### src/rtl/gbi_pkg.sv
package gbi_pkg;
    localparam int ADDR_W = 3;

    typedef enum logic [ADDR_W-1:0] {
        REG_MASK   = 3'd0,
        REG_UNMASK = 3'd1,
        REG_DOMASK = 3'd2,
        REG_STATUS = 3'd3,
        REG_EMODE  = 3'd4,
        REG_POL    = 3'd5,
        REG_BOTH   = 3'd6
    } gbi_reg_e;

    typedef struct packed {
        logic is_edge;
        logic pol_hi;
        logic both;
    } gbi_pin_cfg_t;

    // Trigger decision for one pin given its current and previous level.
    function automatic logic gbi_event(input gbi_pin_cfg_t c,
                                       input logic now_v,
                                       input logic was_v);
        logic ev;
        if (c.is_edge) begin
            if (c.both)
                ev = now_v ^ was_v;
            else if (c.pol_hi)
                ev = now_v & ~was_v;
            else
                ev = ~now_v & was_v;
        end else begin
            ev = c.pol_hi ? now_v : ~now_v;
        end
        return ev;
    endfunction
endpackage

### src/rtl/gbi_regs.sv
module gbi_regs
    import gbi_pkg::*;
#(
    parameter int W = 32
) (
    input  logic              clk,
    input  logic              rst,
    input  logic              bus_wr,
    input  logic [ADDR_W-1:0] bus_addr,
    input  logic [W-1:0]      bus_wdata,
    output logic [W-1:0]      emode_q,
    output logic [W-1:0]      pol_q,
    output logic [W-1:0]      both_q,
    output logic [W-1:0]      mask_q,
    output logic [W-1:0]      sts_clr
);
    logic wr_unmask, wr_domask;

    always_comb begin
        wr_unmask = bus_wr && (bus_addr == REG_UNMASK);
        wr_domask = bus_wr && (bus_addr == REG_DOMASK);
        sts_clr   = (bus_wr && (bus_addr == REG_STATUS)) ? bus_wdata : '0;
    end

    always_ff @(posedge clk) begin
        if (rst) begin
            emode_q <= '0;
            pol_q   <= '0;
            both_q  <= '0;
            mask_q  <= '1;
        end else begin
            if (bus_wr && bus_addr == REG_EMODE) emode_q <= bus_wdata;
            if (bus_wr && bus_addr == REG_POL)   pol_q   <= bus_wdata;
            if (bus_wr && bus_addr == REG_BOTH)  both_q  <= bus_wdata;
            if (wr_unmask)
                mask_q <= mask_q & ~bus_wdata;
            else if (wr_domask)
                mask_q <= mask_q | bus_wdata;
        end
    end
endmodule

### src/rtl/gbi_detect.sv
module gbi_detect
    import gbi_pkg::*;
#(
    parameter int W = 32
) (
    input  logic         clk,
    input  logic [W-1:0] pin_in,
    input  logic [W-1:0] emode_q,
    input  logic [W-1:0] pol_q,
    input  logic [W-1:0] both_q,
    output logic [W-1:0] evt
);
    logic [W-1:0] pin_prev;

    // Previous level tracks the pins even in reset, so no false edge follows reset.
    always_ff @(posedge clk) begin
        pin_prev <= pin_in;
    end

    for (genvar i = 0; i < W; i++) begin : g_pin
        gbi_pin_cfg_t cfg;
        always_comb begin
            cfg.is_edge = emode_q[i];
            cfg.pol_hi  = pol_q[i];
            cfg.both    = both_q[i];
            evt[i]      = gbi_event(cfg, pin_in[i], pin_prev[i]);
        end
    end
endmodule

### src/rtl/gbi_status.sv
module gbi_status #(
    parameter int W = 32
) (
    input  logic         clk,
    input  logic         rst,
    input  logic [W-1:0] evt,
    input  logic [W-1:0] sts_clr,
    input  logic [W-1:0] mask_q,
    output logic [W-1:0] status_q,
    output logic         irq_out
);
    always_ff @(posedge clk) begin
        if (rst)
            status_q <= '0;
        else
            status_q <= (status_q & ~sts_clr) | evt;
    end

    always_comb irq_out = |(status_q & ~mask_q);
endmodule

### src/rtl/gpio_bank_irq.sv
module gpio_bank_irq
    import gbi_pkg::*;
#(
    parameter int W = 32
) (
    input  logic              clk,
    input  logic              rst,
    input  logic [W-1:0]      pin_in,
    input  logic              bus_wr,
    input  logic [ADDR_W-1:0] bus_addr,
    input  logic [W-1:0]      bus_wdata,
    output logic [W-1:0]      bus_rdata,
    output logic              irq_out
);
    logic [W-1:0] emode_q, pol_q, both_q, mask_q, sts_clr, evt, status_q;

    gbi_regs #(.W(W)) u_regs (
        .clk(clk), .rst(rst), .bus_wr(bus_wr), .bus_addr(bus_addr),
        .bus_wdata(bus_wdata), .emode_q(emode_q), .pol_q(pol_q),
        .both_q(both_q), .mask_q(mask_q), .sts_clr(sts_clr)
    );

    gbi_detect #(.W(W)) u_detect (
        .clk(clk), .pin_in(pin_in), .emode_q(emode_q), .pol_q(pol_q),
        .both_q(both_q), .evt(evt)
    );

    gbi_status #(.W(W)) u_status (
        .clk(clk), .rst(rst), .evt(evt), .sts_clr(sts_clr),
        .mask_q(mask_q), .status_q(status_q), .irq_out(irq_out)
    );

    always_comb begin
        case (bus_addr)
            REG_MASK:   bus_rdata = mask_q;
            REG_STATUS: bus_rdata = status_q;
            REG_EMODE:  bus_rdata = emode_q;
            REG_POL:    bus_rdata = pol_q;
            REG_BOTH:   bus_rdata = both_q;
            default:    bus_rdata = '0;
        endcase
    end
endmodule

### config.mk
export PLATFORM = sky130hd
export DESIGN_NAME = gpio_bank_irq
export DESIGN_NICKNAME = d
export VERILOG_FILES = /design/src/rtl/gbi_pkg.sv /design/src/rtl/gbi_regs.sv /design/src/rtl/gbi_detect.sv /design/src/rtl/gbi_status.sv /design/src/rtl/gpio_bank_irq.sv
export SDC_FILE = /design/constraint.sdc
export NUM_CORES = 1
export LEC_CHECK = 0
export ABC_AREA = 1
export BUFFER_PORTS_ARGS = -buffer_cell sky130_fd_sc_hd__buf_2
export CELL_PAD_IN_SITES_DETAIL_PLACEMENT = 0
export CELL_PAD_IN_SITES_GLOBAL_PLACEMENT = 1
export CORE_UTILIZATION = 45
export DETAILED_ROUTE_END_ITERATION = 7
export GPL_ROUTABILITY_DRIVEN = 0
export PLACE_DENSITY = 0.91
export RECOVER_POWER = 100
export SETUP_SLACK_MARGIN = 0.02
export SLEW_MARGIN = 20
export SYNTH_ARGS = -nofsm -noshare
export SYNTH_HDL_FRONTEND = slang
export SYNTH_SLANG_ARGS = --single-unit
### constraint.sdc
create_clock -name clk -period 2.8 [get_ports clk]
set_input_delay 0.28 -clock clk [delete_from_list [all_inputs] [get_ports clk]]
set_output_delay 0.28 -clock clk [all_outputs]
set_load 0.03 [all_outputs]
# Word-level counts from Yosys, hierarchy flattened
# Index checks and enable logic that the tools add are counted.
# totals
register_bits	192
in_bits	70
out_inout_bits	33
word_cells	321
# op_classes
n_eq_ne	6
n_mux	132
bitwise	168
reduce_logical	9
# ops
operator	count
one-hot mux 32 bit (5 select lines)	1
2-to-1 mux 1 bit	128
AND 32 bit	3
2-to-1 mux 32 bit	3
NOT 32 bit	3
AND 1 bit	64
NOT 1 bit	64
OR 32 bit	2
OR reduction 32 bit	1
bitwise XOR 1 bit	32
equality test 3 bit (second input constant)	3
equality test 3 x 2 -> 1 bit (second input constant)	2
logical AND 1 bit	6
equality test 3 x 1 -> 1 bit (second input constant)	1
zero test 3 bit	1
nonzero test 2 bit	1

# Depth between registers and ports, before layout
# Gate-level depths: netlist of the first run.
# logic_depth
ltp_word	6
mapped_depth	8

# By module
# Synthesis of the first run repeated with hierarchy kept, for this count alone.
# unflattened
hier_cells	1957
hier_area_um2	11712.5
# modules_own_cells
module	n_inst	cells_each	area_per_inst_um2
gbi_regs	1	801	5271.3
gbi_detect	1	544	3243.1
gpio_bank_irq	1	389	1796.7
gbi_status	1	223	1401.3

# Least setup slack after synthesis of the first run
# No wires, ideal clock.
# synth_path
kind	input to output
start	input port bus_addr[2]
end	output port bus_rdata[30]
arrival_ns	1.270
required_time_ns	2.520
path_slack_ns	1.250
path_stages	6
path_cell_list	buf_2 > nand3_2 > clkbuf_1 > nor2_1 > nor3_1 > nand2_1
# synth_via
elab_chain_len	2
elab_cells_between_ends	6
classes_between	4 x eq/ne; 1 x mux; 1 x reduce/logical
# synth_rtl
element	line_no	source
start, declared	gpio_bank_irq.sv:10	input logic [ADDR_W-1:0] bus_addr,
equality test 3 bit (tied with other cells)	gpio_bank_irq.sv:34	case (bus_addr)
one-hot mux 32 bit (5 select lines) *	gpio_bank_irq.sv:34	
end, declared	gpio_bank_irq.sv:12	output logic [W-1:0] bus_rdata,
# Mark *: on every way between the ends. The rest lies on a longest branch, timed or not.

# Worst setup path after layout of the first run
# layout_path
start	input port bus_addr[2]
end	output port bus_rdata[11]
# The elaborated chain is that of the path after synthesis.

==> out/qor.csv, run 1 <==
stage,metric,value,unit
sta,worst_slew_pin_slew,1.64,ns
worst_setup_path,end_kind,output port,
finish,final_common_cell,nand2_1,
power_and_ir_drop,internal-power,4.82,mW
worst_setup_path,ff2ff_setup_slack,1.75,ns
power_and_ir_drop,switching_share,27.2,%
die,io_pins,103,
worst_setup_path,required,2.52,ns
clocking,htree_levels,4,
sta,rsz0062_at_grt,no,
worst_setup_path,cp_slowest_cell,nand3_1,
worst_setup_path,arrival,2.27,ns
power_and_ir_drop,pwr-share-clk,42.2,%
grt,antenna_found_initial,2,
sta,period_minus_slack,2.55,ns
worst_setup_path,worstSetupPathType,input port to output port,
synth,yosysTopAreaCellShare,36.7,%
clocking,cts_buffers,17,
synth,yosysSeqAreaShare,36.7,%
worst_setup_path,critPathTopFamily,simple AND/OR/NAND/NOR gates,
sta,max_slew_margin,-9.53,%
sta,fin_tns_setup,0,ns
synth,synth.largest_area_cell,dfxtp_1,
route,drt-total-wl,29200,µm
synth,netlist_top_cells_area,"dfxtp_1 37%, nand2_1 18%, inv_1 9.8%, nand3_1 7.7%, ha_1 7.6%",
clocking,cts_tree,built,
die,dieArea,23900,µm²
finish,mostFrequentLayoutCells,"491 x nand2_1, 276 x inv_1, 192 x dfxtp_1",
sta,hold_viol,0,
synth,yosysWarnings,0,
sta,slew_viol_final,33,
grt,grt-ovfl-total,0,
synth,syn_area,10500,µm²
route,num_vias,10100,
die,dieWidth,155,µm
sta,fmax,393,MHz
clocking,clock_sinks,192,
sta,finalSetupViolations,0,
run_status,violations,"max-capacitance violations, max-slew violations",
power_and_ir_drop,power_frac_comb,13.4,%
power_and_ir_drop,pwr_density_cell,547,nW/µm²
power_and_ir_drop,ir_drop,0.000343,V
worst_setup_path,crit_buf_inv,3,
clocking,cts_setup_buffers,0,
clocking,root_buffer,clkbuf_16,
power_and_ir_drop,power_switching,1.80,mW
synth,syn_avg_cell_area,6.33,µm²
route,drt_first_iter_violations,550,
grt,grt_pass1_wl,47600,µm
synth,synth_cell_types,18,
placed_design,place_hpwl,19000,µm
power_and_ir_drop,seqPwrFrac,44.5,%
finish,synthToLayoutAreaGrowth,15.5,%
synth,syn-num-nets,1789,
placed_design,numPortBuffers,102,
grt,grt_pass1_vias,9541,
clocking,clkSlewWorstSetupHoldPaths,0.07,ns
synth,synth_seq_cells,192,
grt,grtUsageTotal,25.1,%
synth,synthCells,1655,
finish,final_area,12100,µm²
power_and_ir_drop,p_leak,6.13,nW
die,rows,55,
clocking,ctsHoldBuffers,28,
route,antenna_left,0,
die,dieHeight,155,µm
clocking,postCtsResizedCells,0,
route,drt-wirelength-per-cell,14.1,µm
worst_setup_path,critPathLaunchType,input port,
min_path,hp-class,input port to flip-flop,
job,maxCapViolCount,1,
worst_setup_path,cp_max_fo,16,
clocking,cts_max_path_buffers,2,
clocking,insertion_delay,0.44,ns
finish,fin_nets,1897,
worst_setup_path,path_cells,buf_2 -> nand3_1 -> clkbuf_2 -> nor2_1 -> nor3_1 -> nand2_1 -> clkbuf_1,
finish,drive_gt1_share,6.08,%
die,initial_utilization,46.1,%
run_status,status,"complete, but fails checks",
grt,grt_max_degree,67,
sta,fin_crit_sh,90.9,%
route,viasPerCell,4.90,
placed_design,place_area,11200,µm²
finish,antenna_cells_inserted,0,
route,drc,0,
sta,skew,0.0100,ns
die,core_area,22700,µm²
worst_setup_path,cpPeakStageDelay,0.69,ns
route,drt_first_pass_iters,5,
## cell type report
class                      instances  area (µm²)
sequential                       192        3840
timing repair buffer             153         905
clock inverter                    12         204
multi-input combinational       1120        5280
clock buffer                      20         467
inverter                         279        1050
fill                            2343       10600
tap                              285         357
## routing by layer
metal | wire length (µm) | global-route usage [%] | up-vias
li1 | - | - | 5315
met1 | 13500 | 31.2 | 4554
met2 | 14000 | 44.7 | 196
met3 | 1200 | 3.50 | 39
met4 | 463 | 7.40 | 4
met5 | 25 | 0 | -
## worst register-to-register path, delay by kind of cell, from the launching register on
family	cells	cell delay, ns
DFF	1	0.34
and+or+nand+nor	5	0.34
buffers and inverters	2	0.10
adders and majority gates	1	0.17
## power groups by stage
stage,clock [mW],combinational (mW),sequential [mW]
2_1_floorplan,0,0.567,2.98
3_3_place_gp,0,0.854,3.00
3_5_place_dp,0,0.867,3.00
4_1_cts,2.83,0.904,2.94
5_1_grt,2.93,1.00,2.96
6_report,2.79,0.884,2.94
## kinds of logic after synthesis
kind of cell / share of synthesized area [%]
adders and majority gates: 7.64
DFF: 36.7
and+or+nand+nor: 33.4
buffers and inverters: 12.9
AOI/OAI and AO/OA: 9.42
## through the flow
stage	worst slack [ns]	power, mW	instances	utilization [%]	hold WS (ns)
after CTS	0.439	6.67	2061	53.7	0.00757
after floorplan	1.25	3.55	1655	-	0.308
after global routing	0.147	6.89	2061	53.3	0.0703
after detailed placement	0.461	3.87	2001	49.5	0.431
after global placement	0.466	3.85	2001	49.5	0.426
final	0.254	6.62	2061	53.3	0.0622
## path summary, 6_finish.rpt
| check | start | to | cells after the start |
|---|---|---|---|
| min | pin_in[3] | u_detect.pin_prev[3] | 1 |
| max | bus_addr[2] | bus_rdata[11] | 7 |
| max reg2reg | u_detect.pin_prev[14] | u_status.status_q[14] | 8 |
| min reg2reg | flip-flop | flip-flop | 2 |
## synthesized netlist by cell type
master    count
a21oi_1      96
buf_1         3
buf_2        32
buf_4         5
clkbuf_1     22
clkbuf_2      2
dfxtp_1     192
ha_1         64
inv_1       274
inv_2         5
nand2_1     491
nand3_1     161
nand3_2       2
nor2_1      173
nor2_2        3
nor3_1       32
o21ai_0      85
o22ai_1      13
No activity file was read; power rests on OpenSTA's default activity.
==> inputs of run 2 (changes only) <==
--- a/config.mk
+++ b/config.mk
@@ -8,11 +8,12 @@
 export ABC_AREA = 1
 export BUFFER_PORTS_ARGS = -buffer_cell sky130_fd_sc_hd__buf_2
 export CELL_PAD_IN_SITES_DETAIL_PLACEMENT = 0
-export CELL_PAD_IN_SITES_GLOBAL_PLACEMENT = 1
-export CORE_UTILIZATION = 45
+export CELL_PAD_IN_SITES_GLOBAL_PLACEMENT = 2
+export CORE_MARGIN = 2
+export CORE_UTILIZATION = 35
 export DETAILED_ROUTE_END_ITERATION = 7
 export GPL_ROUTABILITY_DRIVEN = 0
-export PLACE_DENSITY = 0.91
+export PLACE_DENSITY = 0.92
 export RECOVER_POWER = 100
 export SETUP_SLACK_MARGIN = 0.02
 export SLEW_MARGIN = 20
==> run 2 against run 1 <==
Effect of this change:
- the flow still finishes with violations (max-capacitance violations, max-slew violations)
- total power shrank 7.0%
- cell area shrank 0.21%
- critical endpoint is now bus_rdata[22]
- global-route usage shrank 4.7 points
- critical path type unchanged
- sequential power is essentially flat
- utilization shrank 12 points
- die area grew 31%
- highest routed layer unchanged
==> out/qor.csv, run 2 (synthesized netlist as in run 1, its figures left out) <==
stage,metric,value,unit
finish,drive_gt1_share,5.07,%
finish,final_area,12100,µm²
sta,finalSetupViolations,0,
finish,final_common_cell,nand2_1,
job,maxCapViolCount,1,
route,drt-wirelength-per-cell,14.3,µm
clocking,clkSlewWorstSetupHoldPaths,0.07,ns
clocking,root_buffer,clkbuf_16,
finish,mostFrequentLayoutCells,"491 x nand2_1, 275 x inv_1, 192 x dfxtp_1",
die,initial_utilization,35.4,%
power_and_ir_drop,total_power,6.15,mW
worst_setup_path,reg2reg_depth,6,
sta,rsz0062_at_grt,no,
die,dieArea,31300,µm²
grt,grtUsageTotal,20.3,%
finish,synthToLayoutAreaGrowth,15.3,%
finish,fin_nets,1897,
min_path,hp-class,input port to flip-flop,
clocking,insertion_delay,0.44,ns
min_path,holdPathEnd,u_detect.pin_prev[19],
clocking,htree_levels,4,
worst_setup_path,critPathLaunchType,input port,
min_path,min_from,pin_in[19],
power_and_ir_drop,ir_drop,0.000365,V
worst_setup_path,r2r-start,u_detect.pin_prev[18],
worst_setup_path,crit_top_cell,clkbuf_1,
sta,fin_crit_sh,82.5,%
sta,slew_viol_final,33,
clocking,clock_sinks,192,
worst_setup_path,cpPeakStageDelay,0.46,ns
power_and_ir_drop,pwr_density_cell,509,nW/µm²
worst_setup_path,end_kind,output port,
route,num_vias,10100,
min_path,hold_depth,1,
run_status,status,"complete, but fails checks",
grt,grt_pass1_vias,9488,
grt,grt_max_degree,70,
worst_setup_path,ff2ff_setup_slack,1.73,ns
sta,hold_viol,0,
route,drt-total-wl,31000,µm
power_and_ir_drop,p_leak,6.01,nW
route,drt_first_iter_violations,524,
sta,fin_tns_setup,0,ns
die,rows,63,
sta,fmax,433,MHz
worst_setup_path,worstSetupPathType,input port to output port,
worst_setup_path,arrival,2.03,ns
route,drc,0,
clocking,cts_tree,built,
sta,skew,0.00966,ns
route,viasPerCell,4.66,
worst_setup_path,cp_max_fo,15,
grt,antenna_found_initial,1,
die,dieWidth,177,µm
worst_setup_path,cp_slowest_cell,nand3_2,
worst_setup_path,required,2.52,ns
clocking,cts_buffers,17,
placed_design,place_area,11400,µm²
route,antenna_left,0,
sta,period_minus_slack,2.31,ns
die,core_area,29600,µm²
placed_design,numPortBuffers,102,
placed_design,place_hpwl,19600,µm
sta,worst_slew_pin_slew,1.52,ns
die,dieHeight,177,µm
grt,grt_pass1_wl,49700,µm
worst_setup_path,path_cells,buf_2 -> nand3_2 -> clkbuf_1 -> o21ai_0 -> inv_1 -> nand2_1 -> clkbuf_1,
clocking,postCtsResizedCells,0,
worst_setup_path,r2r-end,u_status.status_q[18],
route,drt_first_pass_iters,5,
run_status,violations,"max-capacitance violations, max-slew violations",
grt,grt-ovfl-total,0,
die,io_pins,103,
clocking,cts_max_path_buffers,2,
sta,max_slew_margin,-1.43,%
-- run 2: layout make-up --
type                       count  area, µm²
fill                        3208      17500
antenna                        1       2.50
clock buffer                  20        457
sequential                   192       3840
inverter                     279       1050
clock inverter                11       81.3
multi-input combinational   1120       5280
tap                          390        488
timing repair buffer         153        878
-- run 2: how the worst max path moves through the flow --
stage                            from                 end  slack, ns  depth (start not counted)
final                     bus_addr[2]       bus_rdata[22]       0.49                          7
after global routing      bus_addr[1]  u_regs.emode_q[18]       0.32                          6
after CTS                 bus_addr[0]        bus_rdata[0]       0.70                          9
after detailed placement  bus_addr[0]        bus_rdata[0]       0.70                          9
after global placement    bus_addr[2]       bus_rdata[17]       0.73                          7
after floorplan           bus_addr[2]       bus_rdata[30]       1.25                          6
-- run 2: where the power goes --
group / switching, mW / total, mW / internal [mW] / leakage, nW
combinational: 0.599 / 0.885 / 0.286 / 4.17
sequential: 0.0824 / 2.94 / 2.86 / 1.58
clock: 1.14 / 2.33 / 1.19 / 0.259
-- run 2: what timing repair did --
action / CTS / global route
endpoints found under the hold margin: 30 / 1
hold buffers: 30 / 1
buffers inserted: 0 / 0
-- run 2: worst max-delay path, delay by kind of cell --
family,cells,cell delay (ns)
buffers and inverters,4,0.96
AND/OR/NAND/NOR,2,0.52
AO/OA/AOI/OAI,1,0.25
-- run 2: per-layer routing --
metal / vias to the layer above / track usage, % / routed length, µm
met4: 2 / 5.48 / 469
li1: 5310 / - / -
met1: 4589 / 26.3 / 14700
met2: 154 / 35.0 / 14800
met5: - / 0 / 13
met3: 34 / 3.14 / 1040
-- run 2: metrics by stage --
step | instances | utilization, % | setup WS [ns] | hold slack (ns)
3_5_place_dp | 2103 | 38.4 | 0.700 | 0.430
6_report | 2166 | 40.9 | 0.489 | 0.0890
4_1_cts | 2164 | 41.3 | 0.696 | 0.00128
2_1_floorplan | 1655 | - | 1.25 | 0.308
3_3_place_gp | 2103 | 38.4 | 0.735 | 0.429
5_1_grt | 2165 | 40.9 | 0.325 | 0.0930
==> inputs of run 3 (changes only) <==
--- a/config.mk
+++ b/config.mk
@@ -10,10 +10,10 @@
 export CELL_PAD_IN_SITES_DETAIL_PLACEMENT = 0
 export CELL_PAD_IN_SITES_GLOBAL_PLACEMENT = 2
 export CORE_MARGIN = 2
-export CORE_UTILIZATION = 35
+export CORE_UTILIZATION = 32
 export DETAILED_ROUTE_END_ITERATION = 7
 export GPL_ROUTABILITY_DRIVEN = 0
-export PLACE_DENSITY = 0.92
+export PLACE_DENSITY = 0.85
 export RECOVER_POWER = 100
 export SETUP_SLACK_MARGIN = 0.02
 export SLEW_MARGIN = 20
==> constraint.sdc (replaced) <==
create_clock -name clk -period 2.3 [get_ports clk]
set_input_delay 0.23 -clock clk [delete_from_list [all_inputs] [get_ports clk]]
set_output_delay 0.23 -clock clk [all_outputs]
set_load 0.03 [all_outputs]
==> run 3 against run 2 <==
Effect of this change:
- the flow now finishes without violations
- utilization is 3.0 points lower
- first-iteration DRC count is 34% higher
- global-route usage is 0.85 points lower
- clock power is 25% higher
- wire length is 3.9% higher
- non-clock buffer count stayed put
- setup slack worse by 0.26 ns
- cell area is 1.5% higher
- sequential power is 22% higher
- clock-buffer cell count stayed put
- total power is 24% higher
- critical endpoint is now bus_rdata[21]
- largest cell class unchanged
- largest power group unchanged
==> out/qor.csv, run 3 (synthesized netlist as in run 1, its figures left out) <==
stage,metric,value,unit
clocking,cts_setup_buffers,0,
worst_setup_path,critPathTopFamily,buffers and inverters,
sta,worst_slack,0.230,ns
sta,fin_tns_setup,0,ns
grt,grtUsageTotal,19.5,%
power_and_ir_drop,power_frac_comb,14.5,%
finish,synthToLayoutAreaGrowth,17.0,%
power_and_ir_drop,switching_share,29.4,%
grt,grt-ovfl-total,0,
clocking,clkSlewWorstSetupHoldPaths,0.07,ns
min_path,hp-class,input port to flip-flop,
route,drt-total-wl,32200,µm
die,dieHeight,185,µm
grt,grt_use_met1,25.6,%
grt,use_met3,3.28,%
finish,drive_gt1_share,6.36,%
sta,rsz0062_at_grt,no,
clocking,cts_max_path_buffers,2,
sta,skew,0.0112,ns
sta,fmax,483,MHz
finish,fin_util,37.9,%
sta,period_minus_slack,2.07,ns
sta,max_slew_margin,5.40,%
die,rows,66,
sta,fin_crit_sh,90.0,%
worst_setup_path,crit_buf_inv,4,
route,viasPerCell,4.54,
job,maxCapViolCount,0,
min_path,min_from,bus_wdata[4],
finish,final_common_cell,nand2_1,
sta,worst_slew_pin_slew,1.42,ns
worst_setup_path,crit_top_cell,nand2_1,
die,core_area,32400,µm²
worst_setup_path,cp_max_fo,19,
placed_design,numPortBuffers,102,
grt,grt_busiest_layer,met2,
worst_setup_path,critPathLaunchType,input port,
clocking,cts_buffers,17,
route,drt_first_pass_iters,6,
worst_setup_path,path_cells,clkbuf_1 -> nand2_1 -> nor2_2 -> clkbuf_2 -> nand2_1 -> o21ai_0 -> inv_1 -> nand2_1 -> clkbuf_1,
min_path,holdPathEnd,u_regs.both_q[4],
placed_design,place_hpwl,19900,µm
worst_setup_path,cp_slowest_cell,clkbuf_2,
run_status,status,finished clean,
die,initial_utilization,32.4,%
power_and_ir_drop,ir_drop,0.000547,V
route,drt_first_iter_violations,704,
grt,antenna_found_initial,2,
grt,grt_pass1_vias,9386,
power_and_ir_drop,power_switching,2.23,mW
clocking,htree_levels,4,
sta,hold_ws,0.0803,ns
route,drc,0,
route,num_vias,10100,
grt,use_met2,33.2,%
sta,slew_viol_final,0,
worst_setup_path,required,2.07,ns
grt,grt_pass1_wl,51200,µm
finish,fin_nets,1897,
sta,finalSetupViolations,0,
worst_setup_path,crit_start,bus_addr[1],
finish,final_area,12300,µm²
worst_setup_path,r2r-start,u_detect.pin_prev[4],
clocking,clock_sinks,192,
power_and_ir_drop,p_leak,6.11,nW
grt,grt_max_degree,74,
worst_setup_path,r2r-end,u_status.status_q[4],
worst_setup_path,end_kind,output port,
clocking,cts_tree,built,
power_and_ir_drop,internal-power,5.37,mW
finish,mostFrequentLayoutCells,"491 x nand2_1, 273 x inv_1, 192 x dfxtp_1",
power_and_ir_drop,pwr_density_cell,620,nW/µm²
power_and_ir_drop,seqPwrFrac,47.1,%
die,dieWidth,185,µm
placed_design,place_area,11500,µm²
route,antenna_left,0,
worst_setup_path,arrival,1.84,ns
route,drt-wirelength-per-cell,14.5,µm
power_and_ir_drop,pwr-share-clk,38.4,%
placed_design,pre_cts_ws,0.313,ns
worst_setup_path,cpPeakStageDelay,0.59,ns
die,dieArea,34200,µm²
worst_setup_path,worstSetupPathType,input port to output port,
clocking,insertion_delay,0.45,ns
clocking,root_buffer,clkbuf_16,
die,io_pins,103,
worst_setup_path,reg2reg_depth,6,
sta,hold_viol,0,
min_path,hold_depth,3,
worst_setup_path,ff2ff_setup_slack,1.24,ns
## run 3: changes by cell type in the layout (fill, tap and decap cells not counted), sizes merged
cell | previous run | this run
dlygate4sd3 | 31 | 32
clkbuf | 92 | 87
bufinv | 0 | 1
buf | 50 | 54
## run 3: final cells by class
| cell class | count | area, µm² |
|---|---|---|
| diodes | 1 | 2.50 |
| clock buffers | 20 | 447 |
| clock inverters | 12 | 108 |
| fillers | 3595 | 20100 |
| inverters | 279 | 1050 |
| multi-input cells | 1120 | 5280 |
| flip-flops and latches | 192 | 3840 |
| well taps | 442 | 553 |
| repair buffers | 153 | 977 |
## run 3: worst reg2reg max path: stages (launching register included)
cell and delay (ns):
dfxtp_1 0.32, ha_1 0.27, a21oi_1 0.17, nand2_1 0.07
nand3_1 0.08, nand2_1 0.05, inv_1 0.06
## run 3: worst max path at each step
stage                    end  cells after the start  slack, ns
2_1_floorplan  bus_rdata[30]                      6       0.85
3_3_place_gp   bus_rdata[27]                      8       0.28
3_5_place_dp   bus_rdata[24]                      8       0.31
4_1_cts              irq_out                      8       0.31
5_1_grt        bus_rdata[21]                      9       0.07
6_report       bus_rdata[21]                      9       0.23
## run 3: power by group through the flow
stage	clock, mW	sequential (mW)	combinational (mW)
finish	2.92	3.58	1.11
global route	3.15	3.60	1.26
CTS	3.01	3.58	1.14
detailed placement	0	3.66	1.09
global placement	0	3.66	1.08
floorplan	0	3.63	0.690
## run 3: metal layers
layer | wire [µm] | up-vias | share of wire [%]
li1 | - | 5320 | -
met1 | 15400 | 4553 | 48
met2 | 15300 | 187 | 48
met3 | 1260 | 21 | 3.9
met4 | 256 | 4 | 0.79
met5 | 21 | - | 0.065
## run 3: stage by stage
step           std cells  power [mW]
2_1_floorplan       1655        4.32
3_3_place_gp        2154        4.74
3_5_place_dp        2154        4.74
4_1_cts             2218        7.73
5_1_grt             2218        8.01
6_report            2219        7.61
## run 3: repair_timing
action,CTS,global route
setup endpoints to repair,0,0
endpoints found under the hold margin,32,0
hold buffers,32,0
resized for setup,0,0
